===== src/rtl/resv_pkg.sv =====
package resv_pkg;

    localparam int NUM_UNITS = 7;
    localparam int CNT_W     = 7;   // covers the 67-cycle divide hold
    localparam int PIPE_D    = 4;   // short-latency result slots per unit

    localparam int U_ALU1 = 0;
    localparam int U_ALU2 = 1;
    localparam int U_FADD = 2;
    localparam int U_FMUL = 3;
    localparam int U_FDIV = 4;
    localparam int U_FSQR = 5;
    localparam int U_LSU  = 6;

    typedef enum logic [3:0] {
        OP_IALU  = 4'd0,
        OP_ALU1  = 4'd1,
        OP_MTF   = 4'd2,
        OP_MFF   = 4'd3,
        OP_IMUL  = 4'd4,
        OP_IDIV  = 4'd5,
        OP_LD    = 4'd6,
        OP_FLD   = 4'd7,
        OP_ST    = 4'd8,
        OP_FADD  = 4'd9,
        OP_FMUL  = 4'd10,
        OP_FCVT  = 4'd11,
        OP_FMA   = 4'd12,
        OP_FDIV  = 4'd13,
        OP_FSQRT = 4'd14,
        OP_UNK   = 4'd15
    } op_cls_e;

    localparam int HOLD_IMUL_S = 6;
    localparam int HOLD_IMUL_D = 10;
    localparam int HOLD_IDIV_S = 35;
    localparam int HOLD_IDIV_D = 67;
    localparam int HOLD_FDIV_S = 14;
    localparam int HOLD_FDIV_D = 21;
    localparam int HOLD_SQRT_S = 20;
    localparam int HOLD_SQRT_D = 35;

    localparam int LAT_IDIV_S  = HOLD_IDIV_S - 1;
    localparam int LAT_IDIV_D  = HOLD_IDIV_D - 1;
    localparam int LAT_FDIV_S  = 12;
    localparam int LAT_FDIV_D  = 19;
    localparam int LAT_SQRT_S  = 18;
    localparam int LAT_SQRT_D  = 33;
    localparam int LAT_FMA     = 4;
    localparam int LAT_FMA_FWD = 2;

endpackage


===== src/rtl/resv_unit.sv =====
module resv_unit
    import resv_pkg::*;
#(
    parameter int CW = CNT_W,
    parameter int PD = PIPE_D
) (
    input  logic          clk,
    input  logic          rst,
    input  logic          ld,
    input  logic [CW-1:0] hold_m1,
    input  logic [CW-1:0] lat,
    input  logic          hi_mark,
    output logic [CW-1:0] busy_q,
    output logic [PD-1:0] pend_q,
    output logic          res,
    output logic          hi_res
);

    typedef struct packed {
        logic [CW-1:0] busy;
        logic [PD-1:0] pend;
        logic [CW-1:0] lcnt;
        logic          hi_m;
        logic          hi_p;
    } ustate_t;

    ustate_t st_d, st_q;

    always_comb begin
        st_d      = st_q;
        st_d.busy = (st_q.busy != '0) ? st_q.busy - 1'b1 : '0;
        st_d.pend = st_q.pend >> 1;
        st_d.lcnt = (st_q.lcnt != '0) ? st_q.lcnt - 1'b1 : '0;
        st_d.hi_p = (st_q.lcnt == CW'(1)) && st_q.hi_m;
        if (ld) begin
            st_d.busy = hold_m1;
            for (int i = 0; i < PD; i++) begin
                if (lat == CW'(i + 1)) begin
                    st_d.pend[i] = 1'b1;
                end
            end
            if (lat > CW'(PD)) begin
                st_d.lcnt = lat;
                st_d.hi_m = hi_mark;
            end
        end
    end

    always_ff @(posedge clk) begin
        if (rst) begin
            st_q <= '0;
        end else begin
            st_q <= st_d;
        end
    end

    assign busy_q = st_q.busy;
    assign pend_q = st_q.pend;
    assign res    = st_q.pend[0] | (st_q.lcnt == CW'(1));
    assign hi_res = st_q.hi_p;

    AST_HOLD_COUNTDOWN: assert property (@(posedge clk) disable iff (rst)
        (busy_q > CW'(1)) |=> (busy_q == $past(busy_q) - 1'b1)) else $error("hold broken");
    AST_LOAD_WHEN_FREE: assert property (@(posedge clk) disable iff (rst)
        ld |-> (busy_q <= CW'(1))) else $error("load while held");
    AST_SLOT_FREE: assert property (@(posedge clk) disable iff (rst)
        (ld && lat != '0) |-> ((pend_q & (PD'(1) << lat)) == '0)) else $error("result slot clash");

endmodule


===== src/rtl/resv_decode.sv =====
module resv_decode
    import resv_pkg::*;
#(
    parameter int NU = NUM_UNITS,
    parameter int CW = CNT_W,
    parameter int PD = PIPE_D
) (
    input  logic [3:0]             cls,
    input  logic                   dbl,
    input  logic [NU-1:0][CW-1:0]  busy,
    input  logic [NU-1:0][PD-1:0]  pend,
    output logic                   can_go,
    output logic [NU-1:0]          ld,
    output logic [NU-1:0][CW-1:0]  hold_m1,
    output logic [NU-1:0][CW-1:0]  lat,
    output logic [NU-1:0]          hi_mark
);

    function automatic logic slot_ok(input logic [PD-1:0] p, input int l);
        return (l == 0) || (((p >> l) & PD'(1)) == '0);
    endfunction

    function automatic logic unit_ok(input logic [CW-1:0] b, input logic [PD-1:0] p,
                                     input int l);
        return (b == '0) && slot_ok(p, l);
    endfunction

    int   ua;
    int   ha;
    int   la;
    logic hia;
    logic ok;
    logic a1_ok;
    logic a2_ok;

    always_comb begin
        ld      = '0;
        hold_m1 = '0;
        lat     = '0;
        hi_mark = '0;
        ua      = U_ALU1;
        ha      = 1;
        la      = 1;
        hia     = 1'b0;
        a1_ok   = unit_ok(busy[U_ALU1], pend[U_ALU1], 1);
        a2_ok   = unit_ok(busy[U_ALU2], pend[U_ALU2], 1);
        ok      = 1'b0;
        case (op_cls_e'(cls))
            OP_IALU: begin
                ua = a1_ok ? U_ALU1 : U_ALU2;
                ok = a1_ok | a2_ok;
            end
            OP_ALU1: begin
                ok = a1_ok;
            end
            OP_MTF: begin
                la = 3;
                ok = unit_ok(busy[U_ALU1], pend[U_ALU1], 3);
            end
            OP_MFF, OP_FMUL: begin
                ua = U_FMUL;
                la = 2;
                ok = unit_ok(busy[U_FMUL], pend[U_FMUL], 2);
            end
            OP_IMUL: begin
                ua = U_ALU2;
                ha = dbl ? HOLD_IMUL_D : HOLD_IMUL_S;
                la = ha;
                ok = unit_ok(busy[U_ALU2], pend[U_ALU2], la);
            end
            OP_IDIV: begin
                ua  = U_ALU2;
                ha  = dbl ? HOLD_IDIV_D : HOLD_IDIV_S;
                la  = dbl ? LAT_IDIV_D : LAT_IDIV_S;
                hia = 1'b1;
                ok  = unit_ok(busy[U_ALU2], pend[U_ALU2], la);
            end
            OP_LD, OP_FLD, OP_ST: begin
                ua = U_LSU;
                la = (op_cls_e'(cls) == OP_LD) ? 2 : (op_cls_e'(cls) == OP_FLD) ? 3 : 0;
                ok = unit_ok(busy[U_LSU], pend[U_LSU], la);
            end
            OP_FADD: begin
                ua = U_FADD;
                la = 2;
                ok = unit_ok(busy[U_FADD], pend[U_FADD], 2);
            end
            OP_FCVT: begin
                ua = U_FADD;
                ha = dbl ? 2 : 1;
                la = dbl ? 4 : 2;
                ok = unit_ok(busy[U_FADD], pend[U_FADD], la);
            end
            OP_FMA: begin
                ua = U_FADD;
                la = 0;
                ok = unit_ok(busy[U_FADD], pend[U_FADD], 0)
                     && (busy[U_FMUL] <= CW'(1))
                     && slot_ok(pend[U_FMUL], LAT_FMA);
            end
            OP_FDIV: begin
                ua = U_FDIV;
                ha = dbl ? HOLD_FDIV_D : HOLD_FDIV_S;
                la = dbl ? LAT_FDIV_D : LAT_FDIV_S;
                ok = unit_ok(busy[U_FDIV], pend[U_FDIV], la);
            end
            OP_FSQRT: begin
                ua = U_FSQR;
                ha = dbl ? HOLD_SQRT_D : HOLD_SQRT_S;
                la = dbl ? LAT_SQRT_D : LAT_SQRT_S;
                ok = unit_ok(busy[U_FSQR], pend[U_FSQR], la);
            end
            OP_UNK: begin
                ok = a1_ok && (busy[U_ALU2] == '0);
            end
            default: ok = 1'b0;
        endcase

        can_go = ok;
        if (ok) begin
            ld[ua]      = 1'b1;
            hold_m1[ua] = CW'(ha - 1);
            lat[ua]     = CW'(la);
            hi_mark[ua] = hia;
            if (op_cls_e'(cls) == OP_FMA) begin
                ld[U_FMUL]      = 1'b1;
                hold_m1[U_FMUL] = CW'(1);
                lat[U_FMUL]     = CW'(LAT_FMA);
            end
            if (op_cls_e'(cls) == OP_UNK) begin
                ld[U_ALU2] = 1'b1;
            end
        end
    end

endmodule


===== src/rtl/resv_board.sv =====
module resv_board
    import resv_pkg::*;
#(
    parameter int NU = NUM_UNITS,
    parameter int CW = CNT_W,
    parameter int PD = PIPE_D
) (
    input  logic          clk,
    input  logic          rst,
    input  logic          iss_valid,
    output logic          iss_ready,
    input  logic [3:0]    iss_cls,
    input  logic          iss_dbl,
    output logic [NU-1:0] grant,
    output logic [NU-1:0] res_rdy,
    output logic          hi_rdy,
    output logic          fma_fwd
);

    typedef struct packed {
        logic [LAT_FMA_FWD-1:0] fwd;
    } bstate_t;

    bstate_t st_d, st_q;

    logic [NU-1:0][CW-1:0] busy_v;
    logic [NU-1:0][PD-1:0] pend_v;
    logic [NU-1:0]         ld_raw;
    logic [NU-1:0][CW-1:0] hold_v;
    logic [NU-1:0][CW-1:0] lat_v;
    logic [NU-1:0]         him_v;
    logic [NU-1:0]         hires_v;
    logic                  can_go;
    logic                  fire;

    resv_decode #(.NU(NU), .CW(CW), .PD(PD)) u_dec (
        .cls     (iss_cls),
        .dbl     (iss_dbl),
        .busy    (busy_v),
        .pend    (pend_v),
        .can_go  (can_go),
        .ld      (ld_raw),
        .hold_m1 (hold_v),
        .lat     (lat_v),
        .hi_mark (him_v)
    );

    assign fire      = iss_valid & can_go;
    assign iss_ready = can_go;
    assign grant     = ld_raw & {NU{fire}};

    for (genvar u = 0; u < NU; u++) begin : g_unit
        resv_unit #(.CW(CW), .PD(PD)) u_unit (
            .clk     (clk),
            .rst     (rst),
            .ld      (grant[u]),
            .hold_m1 (hold_v[u]),
            .lat     (lat_v[u]),
            .hi_mark (him_v[u]),
            .busy_q  (busy_v[u]),
            .pend_q  (pend_v[u]),
            .res     (res_rdy[u]),
            .hi_res  (hires_v[u])
        );
    end

    always_comb begin
        st_d     = st_q;
        st_d.fwd = {fire && (op_cls_e'(iss_cls) == OP_FMA), st_q.fwd[LAT_FMA_FWD-1:1]};
    end

    always_ff @(posedge clk) begin
        if (rst) begin
            st_q <= '0;
        end else begin
            st_q <= st_d;
        end
    end

    assign hi_rdy  = hires_v[U_ALU2];
    assign fma_fwd = st_q.fwd[0];

    AST_ALU1_ONLY: assert property (@(posedge clk) disable iff (rst)
        (fire && (iss_cls == 4'd1 || iss_cls == 4'd2)) |-> (grant == NU'(1 << U_ALU1))) else $error("alu1 route");
    AST_MULDIV_ALU2: assert property (@(posedge clk) disable iff (rst)
        (fire && (iss_cls == 4'd4 || iss_cls == 4'd5)) |-> (grant == NU'(1 << U_ALU2))) else $error("alu2 route");
    AST_UNK_BOTH: assert property (@(posedge clk) disable iff (rst)
        (fire && iss_cls == 4'd15) |-> ($countones(grant) == 2 && grant[U_ALU1] && grant[U_ALU2])) else $error("unknown pair");
    AST_FMA_PAIR: assert property (@(posedge clk) disable iff (rst)
        (fire && iss_cls == 4'd12) |-> (grant[U_FADD] && grant[U_FMUL])) else $error("fma pair");
    AST_HI_AFTER_LO: assert property (@(posedge clk) disable iff (rst)
        hi_rdy |-> $past(res_rdy[U_ALU2])) else $error("hi without lo");
    AST_STALL_QUIET: assert property (@(posedge clk) disable iff (rst)
        !iss_valid |-> (grant == '0)) else $error("grant without offer");

endmodule


===== config.mk =====
export PLATFORM = sky130hd
export DESIGN_NAME = resv_board
export DESIGN_NICKNAME = d
export VERILOG_FILES = /design/src/rtl/resv_pkg.sv /design/src/rtl/resv_unit.sv /design/src/rtl/resv_decode.sv /design/src/rtl/resv_board.sv
export SDC_FILE = /design/constraint.sdc
export NUM_CORES = 1
export LEC_CHECK = 0
export BUFFER_PORTS_ARGS = -buffer_cell sky130_fd_sc_hd__buf_2
export CAP_MARGIN = 20
export CORE_MARGIN = 8
export CORE_UTILIZATION = 25
export DETAILED_ROUTE_END_ITERATION = 16
export SYNTH_ARGS = -nofsm -noshare
export SYNTH_HDL_FRONTEND = slang
export SYNTH_SLANG_ARGS = --single-unit

===== constraint.sdc =====
create_clock -name clk -period 2.37 [get_ports clk]
set_clock_uncertainty 0.05 [all_clocks]
set_input_delay 0.1185 -clock clk [delete_from_list [all_inputs] [get_ports clk]]
set_output_delay 0.1185 -clock clk [all_outputs]
set_load 0.01 [all_outputs]

==> results of run 1 <==
==> flip-flops by register name, indices dropped and copies added, names as in the netlist <==
register              cells
g_unit.u_unit.busy_q     49
g_unit.u_unit.hi_res      1
g_unit.u_unit.pend_q     28
g_unit.u_unit.st_q       50
st_q                      2
==> cell usage in the layout (no fill, tap or decap), types with 6 or more instances in the layout <==
cell and n:
buf_6 11, ha_1 31, and2_1 7, o31ai_2 7
nor4b_1 6, inv_1 42, o21ai_0 13, buf_2 21
nor2b_1 25, xor2_1 29, buf_4 74, nand2_1 56
or3_1 15, nand3_1 9, xnor2_1 31, or4_1 6
nor2_1 91, nor3_1 29, and3_1 7, nand2b_1 7
a21oi_1 18, a21o_1 8, dfxtp_1 128, clkbuf_16 17
o22ai_1 9, mux2i_1 9
==> what timing repair did <==
item                                    in CTS  in global routing
resized for setup                           41                 20
endpoints found under the setup margin      63                 59
setup buffers                               14                  5
pin swaps                                   12                 11
==> area by class of cell <==
class | count | area, um2 | share of cell area, %
inverters | 47 | 176.4 | 2.080
multi-input cells | 531 | 3780 | 44.57
clock buffers | 20 | 456.7 | 5.385
well taps | 335 | 419.2 | 4.942
repair buffers | 111 | 884.6 | 10.43
flip-flops and latches | 130 | 2605 | 30.72
clock inverters | 10 | 158.9 | 1.874
==> routing by layer <==
metal	vias up	track usage, %	part of all wire [%]
met1	2541	12.44	46
met4	2	4.271	1.4
met2	88	17.42	49
met3	20	2.717	3.9
met5	-	0	0.076
li1	2736	-	-
==> cell families after synthesis <==
group / share of synthesized area (%)
other cells: 0.05663
compound gates: 14.66
simple gates: 23.43
mux: 1.531
fa+ha+maj: 6.198
flops: 39.30
buf+inv: 6.878
xor+xnor: 7.936
==> worst min path at each step <==
stage,startpoint,end,depth (start not counted)
floorplan,iss_valid,g_unit[3].u_unit.pend_q[1],2
global placement,g_unit[4].u_unit.pend_q[1],g_unit[4].u_unit.pend_q[0],1
detailed placement,g_unit[4].u_unit.pend_q[2],g_unit[4].u_unit.pend_q[1],1
CTS,iss_dbl,g_unit[5].u_unit.st_q[6],2
global route,iss_dbl,g_unit[5].u_unit.st_q[6],2
finish,iss_dbl,g_unit[5].u_unit.st_q[6],2
==> report_power, final <==
| group | leakage [nW] | switching [W] | internal (W) | total (W) |
|---|---|---|---|---|
| combinational | 2.26 | 0.00215 | 0.00226 | 0.00441 |
| sequential | 1.07 | 0.000458 | 0.00276 | 0.00321 |
| clock | 0.298 | 0.000917 | 0.00180 | 0.00271 |
==> through the flow <==
stage	setup TNS (ps)	util (%)	worst slack [ps]	hold slack (ps)
after global placement	-5192	28.69	-267.4	365.6
after detailed placement	-5925	28.69	-271.2	374.2
final	-4726	32.54	-249.8	32.75
after floorplan	0	-	102.0	241.8
after global routing	-9032	32.54	-372.2	43.94
after CTS	-3897	32.09	-338.8	2.433
==> results.yml, run 1 <==
routing:
  routed_wire_length_per_instance_um: 13.29
  drcViolationCount: 0
  via_per_inst: 4.550
  drt_iter0_markers: 266
  via_count: 5387
  detail-route-antenna-nets: 0
  detailedRoute.firstPassIterationCount: 4
  routed_wirelength_mm: 15.74
yosys:
  synth.distinct_cells: 75
  synth-edff-count: 0
  yosysTopAreaCellShare_pct: 39.30
  ys_seq_area_share_pct: 39.30
  synth_most_common_cell: "dfxtp_1"
  synth-seq-cells: 130
  syn_avg_cell_area_um2: 8.888
  yosys_warnings: 0
  synth-async-reset-ratio_pct: 0
  syn_area_mm2: 0.006621
  synth.largest_area_cell: "dfxtp_1"
  yosys_most_used_dff: "dfxtp_1"
  post_synth_inst_count: 745
  yosys-top-cells-count: "dfxtp_1, nor2_1, nand2_1"
  synth_top_cells_by_area: "dfxtp_1, ha_1, nor2_1, xnor2_1, xor2_1"
worst_setup_path:
  cp_data_arrival_time_ps: 2450
  timing.critical_path.from: "g_unit[4].u_unit.busy_q[0]"
  timing.critical_path.to: "grant[3]"
  critical_path_cell_count: 11
  worstPathBufferInverterCount: 5
  crit_path_top_delay_cell: "or3b_4"
  worst_path_dominant_cell_family: "simple AND/OR/NAND/NOR gates"
  critical-path-max-stage-delay_ps: 390
  worst-r2r-setup-slack_ps: -210
  critical_path.reg2reg.endpoint: "g_unit[0].u_unit.pend_q[0]"
  startpoint_type: "register"
  crit_chain: "inv_2 -> ha_4 -> or3b_4 -> nor4_4 -> a22oi_2 -> o211ai_4 -> buf_4 -> buf_6 -> o211ai_4 -> inv_2 -> buf_6"
  timing.critical_path.to_type: "output port"
  r2r.worst_path.cells: 13
  worstReg2RegStart: "g_unit[4].u_unit.busy_q[0]"
  timing.critical_path.fanout_max: 4
  setup.worst_path.class: "reg2out"
  required_ps: 2200
power:
  max-vdd-ir-drop_mv: 0.5671
  power-per-cell-area_mw_per_mm2: 1219
  p_leak_nw: 3.626
  power_w: 0.01034
timing:
  timing.final.ws_setup_ps: -249.8
  number_of_endpoints_failing_setup_at_the_final_stage: 38
  slew_viol_final: 0
  slew_headroom_pct: 54.51
  timing.final.crit_period_ps: 2620
  timing.final.hold_violations: 0
  fmax_ghz: 0.3817
  timing.final.crit_share_pct: 110.5
  worst-slew-pin-transition_ps: 682.3
  rsz0062_at_grt: "yes"
flow_run:
  max_cap_violations: 0
clock_network:
  cts.reportedPaths.clkPinSlew_ps: 60
  clkSinkCount: 130
  tritoncts.num_buffers: 17
  clock-root-buffer: "clkbuf_16"
  cts_max_path_bufs: 2
  tritoncts: "yes"
  clock_tree.htree_level_count: 4
  clk-insertion-delay-late_ps: 420
  cts.hold.buffers_added: 0
floorplan:
  die-area_mm2: 0.03195
  initial_core_utilization_pct: 25.41
  fp.coreArea_mm2: 0.02606
  design.portCount: 25
  floorplan.die.height_um: 178.7
  width_of_the_die_um: 178.7
  num_rows: 59
place:
  placed_cell_area_mm2: 0.007477
  place_hpwl_mm: 11.45
  dp.cells: 1136
  gpl.final_weighted_congestion: 0.8505
  place.port_buffers: 24
global_route:
  grt_util_all_layers_pct: 10.39
  grt_pass1_vias: 5370
  number_of_antenna_violations_at_the_first_check_in_global_routing: 1
  grt_max_degree: 44
  first_pass_grt_wire_length_mm: 26.61
  overflow: 0
finish:
  synthToLayoutAreaGrowth_pct: 28.08
  antenna-diode-count: 0
  design_area_mm2: 0.008481
  drive_gt1_share_pct: 24.62
  number_of_nets_in_the_layout: 878
  post_layout_nonfiller_instances: 1184
  fillers: 2684
outcome:
  run_status: "complete, but fails checks"
  violated_checks: "negative setup slack"
min_path:
  hold_path_class: "in2reg"
No activity file was read; power rests on OpenSTA's default activity.
==> inputs of run 2 (changes only) <==
--- a/config.mk
+++ b/config.mk
@@ -10,6 +10,7 @@
 export CORE_MARGIN = 8
 export CORE_UTILIZATION = 25
 export DETAILED_ROUTE_END_ITERATION = 16
+export PLACE_DENSITY_LB_ADDON = 0.1
 export SYNTH_ARGS = -nofsm -noshare
 export SYNTH_HDL_FRONTEND = slang
 export SYNTH_SLANG_ARGS = --single-unit
==> results.yml, run 2 (synthesized netlist as in run 1, its figures left out) <==
power:
  proportion_of_power_drawn_by_the_clock_network_pct: 25.8
  p_leak_nw: 3.745
  power-per-cell-area_mw_per_mm2: 1234
  max-vdd-ir-drop_mv: 0.4982
  internal-power_w: 0.007093
  sequentialPowerShare_pct: 29.4
  power_w: 0.01097
  combinational_fraction_of_design_power_pct: 44.8
  sw_frac_of_total_pct: 35.36
  switching_power_w: 0.003881
worst_setup_path:
  crit_path_top_delay_cell: "or3b_4"
  cp_data_arrival_time_ps: 2460
  worstReg2RegStart: "g_unit[4].u_unit.busy_q[1]"
  startpoint_type: "register"
  timing.critical_path.to_type: "output port"
  timing.critical_path.from: "g_unit[4].u_unit.busy_q[1]"
  critical-path-max-stage-delay_ps: 390
  setup.worst_path.class: "reg2out"
  required_ps: 2200
  timing.critical_path.fanout_max: 4
  crit_chain: "inv_2 -> ha_4 -> or3b_4 -> nor4_4 -> a22oi_2 -> o211ai_2 -> buf_6 -> o211ai_1 -> a21oi_2 -> buf_2"
finish:
  layout.cells.most_common_list: "dfxtp_1, nor2_1, buf_4, nand2_1, inv_1"
  synthToLayoutAreaGrowth_pct: 34.30
  drive_gt1_share_pct: 28.98
  ff_latch_area_mm2: 0.002608
  number_of_nets_in_the_layout: 893
  layout_commonest_cell: "dfxtp_1"
  largest_reg_flops: 50
  fillers: 2676
  antenna-diode-count: 0
  multi_input_area_mm2: 0.004005
  top_register: "g_unit.u_unit.st_q"
floorplan:
  die-area_mm2: 0.03195
  fp.coreArea_mm2: 0.02606
  design.portCount: 25
  num_rows: 59
  initial_core_utilization_pct: 25.41
  width_of_the_die_um: 178.7
  floorplan.die.height_um: 178.7
clock_network:
  clock-root-buffer: "clkbuf_16"
  clkSinkCount: 130
  cts_max_path_bufs: 2
  tritoncts: "yes"
  clk-insertion-delay-late_ps: 420
  cts.hold.buffers_added: 0
  cts.reportedPaths.clkPinSlew_ps: 60
  clock_tree.htree_level_count: 4
  tritoncts.num_buffers: 17
timing:
  timing.final.crit_share_pct: 110.9
  fmax_ghz: 0.3804
  timing.final.ws_setup_ps: -259.2
  rsz0062_at_grt: "yes"
  timing.final.crit_period_ps: 2629
  timing.final.hold_violations: 0
  slew_headroom_pct: 27.02
  setup_tns_after_final_layout_ps: -2189
  slew_viol_final: 0
  worst-slew-pin-transition_ps: 1095
  number_of_endpoints_failing_setup_at_the_final_stage: 21
routing:
  routed_wirelength_mm: 18.34
  detailedRoute.firstPassIterationCount: 4
  detail-route-antenna-nets: 0
  via_per_inst: 4.576
  routed_wire_length_per_instance_um: 15.27
  drt_iter0_markers: 260
  via_count: 5496
  drcViolationCount: 0
min_path:
  min_from: "rst"
  hold_path_class: "in2reg"
global_route:
  overflow: 0
  grt_max_degree: 27
  grt_pass1_vias: 5457
  number_of_antenna_violations_at_the_first_check_in_global_routing: 0
  first_pass_grt_wire_length_mm: 29.42
  grt_util_all_layers_pct: 11.78
outcome:
  violated_checks: "negative setup slack"
  run_status: "complete, but fails checks"
place:
  gpl.final_weighted_congestion: 0.7764
  place.port_buffers: 24
  place_hpwl_mm: 12.92
flow_run:
  max_cap_violations: 0
## run 2: cell types whose count changed in the layout (fill, tap and decap cells not counted), moves of 3 or more
| cell | previous run | this run |
|---|---|---|
| buf_6 | 11 | 21 |
| o22ai_2 | 1 | 7 |
| o31ai_2 | 7 | 1 |
| o22ai_1 | 9 | 4 |
| o31ai_4 | 0 | 4 |
| clkinv_4 | 1 | 4 |
| o2111ai_1 | 5 | 2 |
| o21ai_0 | 13 | 10 |
| o21ai_4 | 0 | 3 |
## run 2: path summary, 6_finish.rpt
| path | endpoint | slack (ps) | depth (start not counted) |
|---|---|---|---|
| max | grant[1] | -260 | 10 |
| min | g_unit[5].u_unit.pend_q[0] | 30 | 2 |
| max reg2reg | g_unit[1].u_unit.pend_q[0] | -170 | 11 |
| min reg2reg | g_unit[6].u_unit.pend_q[0] | 380 | 1 |
## run 2: what timing repair did
action / 4_1_cts / 5_1_grt
buffers inserted: 18 / 12
endpoints found under the setup margin: 43 / 65
pin swaps: 31 / 26
cloned: 1 / 0
resized for setup: 66 / 61
## run 2: through the flow
stage	instance area (um2)	hold WS, ps	utilization [%]	cells	setup slack [ps]
2_1_floorplan	6636	241.8	-	749	102.0
3_3_place_gp	7515	370.7	28.84	1146	-277.0
3_5_place_dp	7515	373.1	28.84	1146	-281.0
4_1_cts	8564	10.08	32.87	1194	-441.3
5_1_grt	8892	39.89	34.12	1201	-411.1
6_report	8892	33.92	34.12	1201	-259.2
## run 2: metal layers
| layer | vias to the layer above | global-route usage (%) | part of all wire [%] |
|---|---|---|---|
| li1 | 2779 | - | - |
| met1 | 2640 | 15.14 | 48 |
| met2 | 65 | 19.35 | 48 |
| met3 | 12 | 2.443 | 2.9 |
| met4 | 0 | 3.927 | 1.0 |
| met5 | - | 0 | 0 |
## run 2: power by group through the flow
stage / registers, W / clock network (W) / logic [W]
after CTS: 0.00320 / 0.00293 / 0.00461
after floorplan: 0.00315 / 0 / 0.00302
final: 0.00322 / 0.00283 / 0.00492
after global placement: 0.00323 / 0 / 0.00412
after global routing: 0.00330 / 0.00302 / 0.00548
after detailed placement: 0.00323 / 0 / 0.00414
## run 2: cell type report
| class | instances | share of cell area (%) |
|---|---|---|
| inverter | 47 | 2.040 |
| clock inverter | 12 | 2.026 |
| clock buffer | 20 | 5.136 |
| tap | 335 | 4.714 |
| sequential | 130 | 29.32 |
| timing repair buffer | 125 | 11.72 |
| multi-input combinational | 532 | 45.04 |
## run 2: worst max-delay path, delay by kind of cell, from the launching register on
| family | cells | cell delay [ps] |
|---|---|---|
| compound gates | 4 | 640 |
| simple gates | 2 | 590 |
| buf+inv | 3 | 370 |
| flops | 1 | 320 |
| fa+ha+maj | 1 | 130 |
==> inputs of run 3 (changes only) <==
--- a/config.mk
+++ b/config.mk
@@ -11,6 +11,7 @@
 export CORE_UTILIZATION = 25
 export DETAILED_ROUTE_END_ITERATION = 16
 export PLACE_DENSITY_LB_ADDON = 0.1
+export SETUP_SLACK_MARGIN = 0.1
 export SYNTH_ARGS = -nofsm -noshare
 export SYNTH_HDL_FRONTEND = slang
 export SYNTH_SLANG_ARGS = --single-unit
==> results.yml, run 3 (synthesized netlist as in run 1, its figures left out) <==
routing:
  drcViolationCount: 0
  drt_iter0_markers: 225
  routed_wirelength_mm: 18.30
  via_count: 5537
  via_per_inst: 4.591
  detail-route-antenna-nets: 0
  routed_wire_length_per_instance_um: 15.18
  detailedRoute.firstPassIterationCount: 4
worst_setup_path:
  r2r.worst_path.cells: 13
  timing.critical_path.fanout_max: 4
  timing.critical_path.to: "grant[1]"
  worstPathBufferInverterCount: 3
  critical-path-max-stage-delay_ps: 390
  required_ps: 2200
  critical_path_cell_count: 10
  critical_path.reg2reg.endpoint: "g_unit[4].u_unit.st_q[2]"
  timing.critical_path.from: "g_unit[4].u_unit.busy_q[0]"
  startpoint_type: "register"
  worstReg2RegStart: "g_unit[4].u_unit.busy_q[0]"
  worst-r2r-setup-slack_ps: -150
  crit_path_top_delay_cell: "or3b_4"
  worst_path_dominant_cell_family: "compound AO/OA/AOI/OAI gates"
  setup.worst_path.class: "reg2out"
  timing.critical_path.to_type: "output port"
  crit_chain: "inv_2 -> ha_4 -> or3b_4 -> nor4_4 -> a22oi_2 -> o211ai_2 -> buf_6 -> o211ai_1 -> a21oi_2 -> buf_2"
  cp_data_arrival_time_ps: 2510
outcome:
  run_status: "complete, but fails checks"
  violated_checks: "negative setup slack"
min_path:
  hold_path_class: "in2reg"
finish:
  layout.cells.most_common_list: "dfxtp_1, nor2_1, buf_4, nand2_1, inv_1"
  fillers: 2662
  top_register: "g_unit.u_unit.st_q"
  design_area_mm2: 0.009035
  synthToLayoutAreaGrowth_pct: 36.45
  largest_reg_flops: 50
  number_of_nets_in_the_layout: 898
  drive_gt1_share_pct: 30.08
  layout_commonest_cell: "dfxtp_1"
  post_layout_nonfiller_instances: 1206
  antenna-diode-count: 0
timing:
  timing.final.crit_period_ps: 2683
  timing.final.ws_setup_ps: -313.1
  rsz0062_at_grt: "yes"
  number_of_endpoints_failing_setup_at_the_final_stage: 29
  fmax_ghz: 0.3727
  timing.final.crit_share_pct: 113.2
  setup_tns_after_final_layout_ps: -3170
  worst-slew-pin-transition_ps: 1224
  timing.final.hold_violations: 0
  slew_viol_final: 0
  slew_headroom_pct: 18.39
global_route:
  overflow: 0
  grt_max_degree: 27
  grt-busiest-layer: "met2"
  number_of_antenna_violations_at_the_first_check_in_global_routing: 0
  met1_usage_pct: 15.33
  first_pass_grt_wire_length_mm: 29.90
  grt_pass1_vias: 5577
  grt_util_met3_pct: 2.401
  grt_util_all_layers_pct: 11.95
  met2_usage_pct: 19.59
clock_network:
  clock-root-buffer: "clkbuf_16"
  clkSinkCount: 130
  cts.reportedPaths.clkPinSlew_ps: 60
  cts_max_path_bufs: 2
  tritoncts: "yes"
  clk-insertion-delay-late_ps: 420
  tritoncts.num_buffers: 17
  clock_tree.htree_level_count: 4
place:
  gpl.final_weighted_congestion: 0.7764
  place.port_buffers: 24
  place_hpwl_mm: 12.92
  dp.cells: 1146
  placed_cell_area_mm2: 0.007515
floorplan:
  num_rows: 59
  initial_core_utilization_pct: 25.41
  width_of_the_die_um: 178.7
  die-area_mm2: 0.03195
  design.portCount: 25
  fp.coreArea_mm2: 0.02606
  floorplan.die.height_um: 178.7
power:
  max-vdd-ir-drop_mv: 0.4820
  p_leak_nw: 3.805
  power_w: 0.01101
  power-per-cell-area_mw_per_mm2: 1218
flow_run:
  max_cap_violations: 0
## run 3: cell types whose count changed in the layout (fill, tap and decap cells not counted), moves of 2 or more
cell / before / now
o32ai_4: 0 / 2
o31ai_4: 4 / 6
buf_6: 21 / 23
o22ai_1: 4 / 6
buf_4: 76 / 81
o22ai_2: 7 / 5
o31ai_1: 6 / 4
## run 3: final cells by class
type | instances | area [um2] | share of cell area (%)
clock buffers | 20 | 456.7 | 5.055
clock inverters | 12 | 180.2 | 1.994
inverters | 47 | 178.9 | 1.980
multi-input cells | 531 | 4091 | 45.28
flip-flops and latches | 130 | 2606 | 28.85
well taps | 335 | 419.2 | 4.639
repair buffers | 131 | 1102 | 12.20
## run 3: worst min path at each step
stage                                          start                    endpoint  slack [ps]  cells past startpoint
after CTS                                        rst  g_unit[5].u_unit.pend_q[0]          20                      2
final                                            rst  g_unit[5].u_unit.pend_q[0]          40                      2
after global placement    g_unit[5].u_unit.pend_q[3]  g_unit[5].u_unit.pend_q[2]         370                      1
after global routing                             rst  g_unit[5].u_unit.pend_q[0]          50                      2
after detailed placement  g_unit[6].u_unit.pend_q[1]  g_unit[6].u_unit.pend_q[0]         370                      1
after floorplan                            iss_valid  g_unit[3].u_unit.pend_q[1]         240                      2
## run 3: what timing repair did
item,in CTS,in global routing
hold buffers,0,0
endpoints found under the setup margin,63,69
gates resized for setup,97,43
setup buffers,24,9
pin swaps,28,20
cloned,1,0
## run 3: metal layers
layer	wire (um)	vias up
met4	209	0
met1	8669	2669
met2	8873	69
li1	-	2784
met3	549	15
met5	0	-
## run 3: per-stage QoR
| step | utilization [%] | hold slack (ps) | setup slack, ps |
|---|---|---|---|
| final | 34.67 | 40.65 | -313.1 |
| after global routing | 34.67 | 46.87 | -450.4 |
| after global placement | 28.84 | 370.7 | -277.0 |
| after CTS | 33.67 | 18.40 | -332.8 |
| after detailed placement | 28.84 | 373.1 | -281.0 |
| after floorplan | - | 241.8 | 102.0 |
## run 3: report_power, final
group          leakage, nW  switching [W]  total, W  internal [W]
sequential            1.07       0.000465   0.00322       0.00276
combinational         2.43        0.00242   0.00496       0.00253
clock                0.307        0.00101   0.00283       0.00182
